==> src/rtl/chg_evt_pkg.sv <==
package chg_evt_pkg;

    typedef enum logic [0:0] {
        ST_IDLE = 1'b0,
        ST_EMIT = 1'b1
    } evt_state_e;

endpackage

==> src/rtl/chg_ref_store.sv <==
// Per-channel enable bit and reference bit, with same-cycle mask-first
// ordering between a mask write and an accepted sample.
module chg_ref_store #(
    parameter int NCH = 32,
    parameter int CW  = $clog2(NCH)
) (
    input  logic           clk,
    input  logic           rst_n,
    input  logic [NCH-1:0] live_in,
    input  logic           mask_wr,
    input  logic [CW-1:0]  mask_idx,
    input  logic           mask_en,
    input  logic           take,
    output logic [NCH-1:0] eff_mask,
    output logic [NCH-1:0] seed_ref
);

    logic [NCH-1:0] mask_q;
    logic [NCH-1:0] ref_q;

    for (genvar g = 0; g < NCH; g++) begin : g_chan
        logic hit;
        logic nxt_ref;

        always_comb begin
            hit         = mask_wr && (mask_idx == CW'(g));
            eff_mask[g] = hit ? mask_en : mask_q[g];
            seed_ref[g] = (hit && mask_en) ? live_in[g] : ref_q[g];
            nxt_ref     = take ? live_in[g] : seed_ref[g];
        end

        always_ff @(posedge clk or negedge rst_n) begin
            if (!rst_n) begin
                mask_q[g] <= 1'b1;
                ref_q[g]  <= 1'b0;
            end else begin
                mask_q[g] <= eff_mask[g];
                ref_q[g]  <= nxt_ref;
            end
        end
    end

endmodule

==> src/rtl/chg_lsb_pick.sv <==
// Index of the lowest set bit of a vector (0 when empty).
module chg_lsb_pick #(
    parameter int NCH = 32,
    parameter int CW  = $clog2(NCH)
) (
    input  logic [NCH-1:0] vec,
    output logic [CW-1:0]  idx
);

    always_comb begin
        idx = '0;
        for (int i = NCH - 1; i >= 0; i--) begin
            if (vec[i]) begin
                idx = CW'(i);
            end
        end
    end

endmodule

==> src/rtl/chg_evt_fsm.sv <==
// Two-state serializer: captures the change set on accept and hands out
// one event per handshake, lowest channel first.
module chg_evt_fsm
    import chg_evt_pkg::*;
#(
    parameter int NCH = 32,
    parameter int CW  = $clog2(NCH)
) (
    input  logic           clk,
    input  logic           rst_n,
    input  logic           sample_stb,
    input  logic [NCH-1:0] diff_in,
    input  logic [NCH-1:0] live_in,
    input  logic           evt_ready,
    output logic           take,
    output logic           busy,
    output logic           evt_valid,
    output logic [CW-1:0]  evt_chan,
    output logic           evt_rise
);

    evt_state_e     state_q, state_d;
    logic [NCH-1:0] pend_q;
    logic [NCH-1:0] snap_q;
    logic [NCH-1:0] pend_rest;
    logic [CW-1:0]  pick_idx;
    logic           hs;

    chg_lsb_pick #(.NCH(NCH), .CW(CW)) u_pick (
        .vec (pend_q),
        .idx (pick_idx)
    );

    // Clearing the lowest set bit: x & (x - 1).
    assign pend_rest = pend_q & (pend_q - NCH'(1));

    // Output decode.
    always_comb begin
        take      = 1'b0;
        busy      = 1'b0;
        evt_valid = 1'b0;
        unique case (state_q)
            ST_IDLE: take = sample_stb;
            ST_EMIT: begin
                busy      = 1'b1;
                evt_valid = 1'b1;
            end
            default: ;
        endcase
        evt_chan = pick_idx;
        evt_rise = snap_q[pick_idx];
    end

    assign hs = evt_valid && evt_ready;

    // Next-state decode.
    always_comb begin
        state_d = state_q;
        unique case (state_q)
            ST_IDLE: if (take && (diff_in != '0)) state_d = ST_EMIT;
            ST_EMIT: if (hs && (pend_rest == '0)) state_d = ST_IDLE;
            default: state_d = ST_IDLE;
        endcase
    end

    // State register.
    always_ff @(posedge clk or negedge rst_n) begin
        if (!rst_n) begin
            state_q <= ST_IDLE;
        end else begin
            state_q <= state_d;
        end
    end

    // Pending set and sample snapshot.
    always_ff @(posedge clk or negedge rst_n) begin
        if (!rst_n) begin
            pend_q <= '0;
            snap_q <= '0;
        end else if (take) begin
            pend_q <= diff_in;
            snap_q <= live_in;
        end else if (hs) begin
            pend_q <= pend_rest;
        end
    end

endmodule

==> src/rtl/chg_evt_gen.sv <==
module chg_evt_gen #(
    parameter int NCH = 32,
    parameter int CW  = $clog2(NCH)
) (
    input  logic           clk,
    input  logic           rst_n,
    input  logic [NCH-1:0] live_in,
    input  logic           sample_stb,
    input  logic           mask_wr,
    input  logic [CW-1:0]  mask_idx,
    input  logic           mask_en,
    output logic           busy,
    output logic           evt_valid,
    input  logic           evt_ready,
    output logic [CW-1:0]  evt_chan,
    output logic           evt_rise
);

    logic [NCH-1:0] eff_mask;
    logic [NCH-1:0] seed_ref;
    logic [NCH-1:0] diff;
    logic           take;

    chg_ref_store #(.NCH(NCH), .CW(CW)) u_store (
        .clk      (clk),
        .rst_n    (rst_n),
        .live_in  (live_in),
        .mask_wr  (mask_wr),
        .mask_idx (mask_idx),
        .mask_en  (mask_en),
        .take     (take),
        .eff_mask (eff_mask),
        .seed_ref (seed_ref)
    );

    assign diff = (seed_ref ^ live_in) & eff_mask;

    chg_evt_fsm #(.NCH(NCH), .CW(CW)) u_fsm (
        .clk        (clk),
        .rst_n      (rst_n),
        .sample_stb (sample_stb),
        .diff_in    (diff),
        .live_in    (live_in),
        .evt_ready  (evt_ready),
        .take       (take),
        .busy       (busy),
        .evt_valid  (evt_valid),
        .evt_chan   (evt_chan),
        .evt_rise   (evt_rise)
    );

endmodule

==> config.mk <==
export PLATFORM = sky130hd
export DESIGN_NAME = chg_evt_gen
export DESIGN_NICKNAME = d
export VERILOG_FILES = /design/src/rtl/chg_evt_pkg.sv /design/src/rtl/chg_ref_store.sv /design/src/rtl/chg_lsb_pick.sv /design/src/rtl/chg_evt_fsm.sv /design/src/rtl/chg_evt_gen.sv
export SDC_FILE = /design/constraint.sdc
export NUM_CORES = 1
export LEC_CHECK = 0
export ABC_AREA = 1
export BUFFER_PORTS_ARGS = -buffer_cell sky130_fd_sc_hd__buf_2
export CAP_MARGIN = 20
export CORE_ASPECT_RATIO = 1.75
export CORE_MARGIN = 3
export CORE_UTILIZATION = 56
export DETAILED_ROUTE_END_ITERATION = 8
export PLACE_DENSITY = 0.77
export SYNTH_ARGS = -nofsm -noshare
export SYNTH_HDL_FRONTEND = slang
export SYNTH_HIERARCHICAL = 1
export SYNTH_SLANG_ARGS = --single-unit
==> constraint.sdc <==
create_clock -name clk -period 3.37 [get_ports clk]
set_clock_uncertainty 0.15 [all_clocks]
set_input_delay 0.674 -clock clk [delete_from_list [all_inputs] [get_ports clk]]
set_output_delay 0.674 -clock clk [all_outputs]
set_load 0.01 [all_outputs]
==> results_dict.tcl <==
set metrics [dict create \
    synth_cells 1281 \
    hold_path_class "in -> async" \
    fin_cells 1556 \
    synth_compound_area_share_pct 9.99 \
    use_met2_pct 59.1 \
    final_area_mm2 0.00968 \
    synth_top_area_share_pct 29.3 \
    ys_top_cells_by_area "dfrtp_1 29%, nand2_1 20%, dfstp_2 10%" \
    drc 0 \
    drt_iter0_drc 726 \
    synthAdderAreaFrac_pct 0 \
    setup_viol 2 \
    root_buffer "clkbuf_16" \
    cap_violations 0 \
    cts_max_level 4 \
    synth.distinct_cells 30 \
    overflow 0 \
    start_util_pct 57.3 \
    synth-seq-area-share_pct 39.5 \
    dp_hpwl_mm 20.0 \
    port_buffers 50 \
    synth_mux_area_share_pct 0 \
    via_count 8698 \
    synthXorXnorAreaFrac_pct 0 \
    worstSetupPathType "reg -> out" \
    synthToLayoutAreaGrowth_pct 17.0 \
    synth_top_family_by_area "simple AND/OR/NAND/NOR gates" \
    relSlewSlack_pct 42.0 \
    setup_tns_ns -1.06 \
    ys_ff_latch 129 \
    yosysTopAreaCell "dfrtp_1" \
    grt_use_total_pct 33.0 \
    mostFrequentLayoutCell "nand2_1" \
    ios 51 \
    synthFlopType "dfrtp_1" \
    met3_usage_pct 5.03 \
    startpoint_type "flop" \
    coreArea_mm2 0.0144 \
    rows 58 \
    hold_violations 0 \
    wl_per_cell_um 17.2 \
    chipHeight_um 167 \
    finalWorstSetupSlack_ns -0.883 \
    final_cell_mix "436 x nand2_1, 178 x nor2_1, 142 x inv_1" \
    cts_tree "yes" \
    grt_pass1_wl_mm 42.1 \
    worst_setup_path_end_kind "output port" \
    place.gp.congestion 1.02 \
    syn_nets 1324 \
    yosys_warnings 6 \
    first_global_vias 8218 \
    cts_made_buffers 17 \
    clk_path_buf_depth 2 \
    synth.cell_area_mm2 0.00828 \
    die_x_um 97.9 \
    yosys.area_share.simple_pct 41.4 \
    cts_hold_buf 0 \
    fill_cells 1342 \
    slew_viol_final 0 \
    placed_area_mm2 0.00908 \
    pwr_density_cell_mw_per_mm2 950 \
    drtPass1Iterations 6 \
    status "complete, but fails checks" \
    die_area_mm2 0.0163 \
    grt_max_degree 95 \
    synth_edf_count 0 \
    violations "negative setup slack" \
    crit_required_ns 2.55 \
    tightest_slew_ns 0.869 \
    clock_latency_ns 0.42 \
    grt.met1_usage_pct 36.3 \
    via_per_inst 5.59 \
    async_reset_ff_share_pct 100 \
    n_antenna_cell 0 \
    peakVddDrop_v 0.000422 \
    worstPathArrival_ns 3.43 \
    antenna_found_initial 0 \
    fmax_mhz 235 \
    layout_min_cycle_time_ns 4.25 \
    cpPeakStageDelay_ns 0.37 \
    cts_sinks 129 \
    avgSynthCellArea_um2 6.46 \
    critPathMaxFanout 10 \
    busiest_layer "met2" \
    p_leak_uw 0.00501 \
    fin_util_pct 67.0 \
    dp_cells 1524 \
    wl_mm 26.7 \
    post-route-period-util_pct 126 \
    antenna_left 0 \
    rsz0062_at_grt "true" \
    cpMostUsedCell "nand2_1" \
    drive_above_1_share_pct 15.4 \
    clk_pin_slew_ns 0.06 \
    final_net_count 1406 \
    cpMaxStageDelayCell "dfrtp_1" \
    cts_setup_buffers 0 \
]
==> routing by layer <==
| metal | vias to the layer above | share of wire [%] |
|---|---|---|
| met5 | - | 0 |
| met4 | 0 | 6.5 |
| met3 | 98 | 5.1 |
| met2 | 334 | 52 |
| met1 | 4028 | 36 |
| li1 | 4238 | - |
==> area by class of cell <==
class / instances / area [um^2] / area share [%]
clock buffers: 19 / 443 / 4.58
repair buffers: 107 / 778 / 8.04
inverters: 148 / 556 / 5.74
well taps: 180 / 225 / 2.33
clock inverters: 13 / 129 / 1.33
multi-input cells: 960 / 4280 / 44.2
flip-flops and latches: 129 / 3270 / 33.8
==> path summary, 6_finish.rpt <==
path	start	to	slack, ns	depth (start not counted)
hold reg to reg	u_fsm/snap_q[8]$_DFFE_PN0P_	u_fsm/snap_q[8]$_DFFE_PN0P_	0.33	2
setup reg to reg	u_fsm/pend_q[3]$_DFFE_PN0P_	u_fsm/state_q$_DFF_PN0_	0.99	13
max in group asynchronous	rst_n	u_store/mask_q[16]$_DFF_PN1_	2.25	2
min in group clk	u_fsm/snap_q[8]$_DFFE_PN0P_	u_fsm/snap_q[8]$_DFFE_PN0P_	0.33	2
hold / removal	rst_n	u_store/ref_q[30]$_DFF_PN0_	0.05	1
setup / recovery	u_fsm/pend_q[30]$_DFFE_PN0P_	evt_rise	-0.88	39
==> timing repair <==
action | 4_1_cts | 5_1_grt
endpoints found under the setup margin | 3 | 4
gates resized for setup | 12 | 4
pin swaps | 5 | 3
==> synth_stat cells (4+ instances only) <==
cell / instances
clkbuf_1: 21
inv_2: 4
nor2_2: 16
nor2_4: 4
o221ai_1: 4
nor2_1: 178
nand3_1: 83
o211ai_1: 4
o21ai_0: 103
nand2_1: 438
buf_2: 19
dfstp_2: 32
dfrtp_1: 97
o21ai_1: 4
a21oi_1: 18
nand4_1: 34
o22ai_1: 12
inv_1: 144
nand2_2: 9
and2_1: 32
nor4_1: 11
==> cells by family (layout without fill, tap and decap cells) <==
family / after synthesis / count (layout)
AO/OA/AOI/OAI: 153 / 153
AND/OR/NAND/NOR: 807 / 807
buffers and inverters: 192 / 287
flip-flops: 129 / 129
==> critical path: cells and delay by family (launching register included) <==
| family | cells | cell delay, ns |
|---|---|---|
| AO/OA/AOI/OAI | 6 | 0.78 |
| AND/OR/NAND/NOR | 29 | 1.43 |
| buffers and inverters | 4 | 0.42 |
| flip-flops | 1 | 0.37 |
==> where the power goes <==
| part | switching, uW | leakage, uW | internal, uW | total, uW |
|---|---|---|---|---|
| clock | 754 | 0.000269 | 1050 | 1800 |
| combinational | 3020 | 0.00319 | 1840 | 4860 |
| sequential | 358 | 0.00155 | 2180 | 2540 |
==> metrics by stage <==
| step | setup WS [ns] | hold WS, ns | total power, uW |
|---|---|---|---|
| 6_report | -0.883 | 0.0469 | 9200 |
| 5_1_grt | -1.24 | 0.0520 | 9900 |
| 2_1_floorplan | -0.133 | 0.228 | 5580 |
| 3_3_place_gp | -0.555 | 0.311 | 7180 |
| 3_5_place_dp | -0.554 | 0.313 | 7270 |
| 4_1_cts | -0.937 | 0.0501 | 9160 |
==> flip-flops by register name, summed over array words and instances (netlist names) <==
signal          flops
u_store/ref_q      32
u_fsm/state_q       1
u_fsm/snap_q       32
u_store/mask_q     32
u_fsm/pend_q       32
Power figures use the tool's default switching activity.
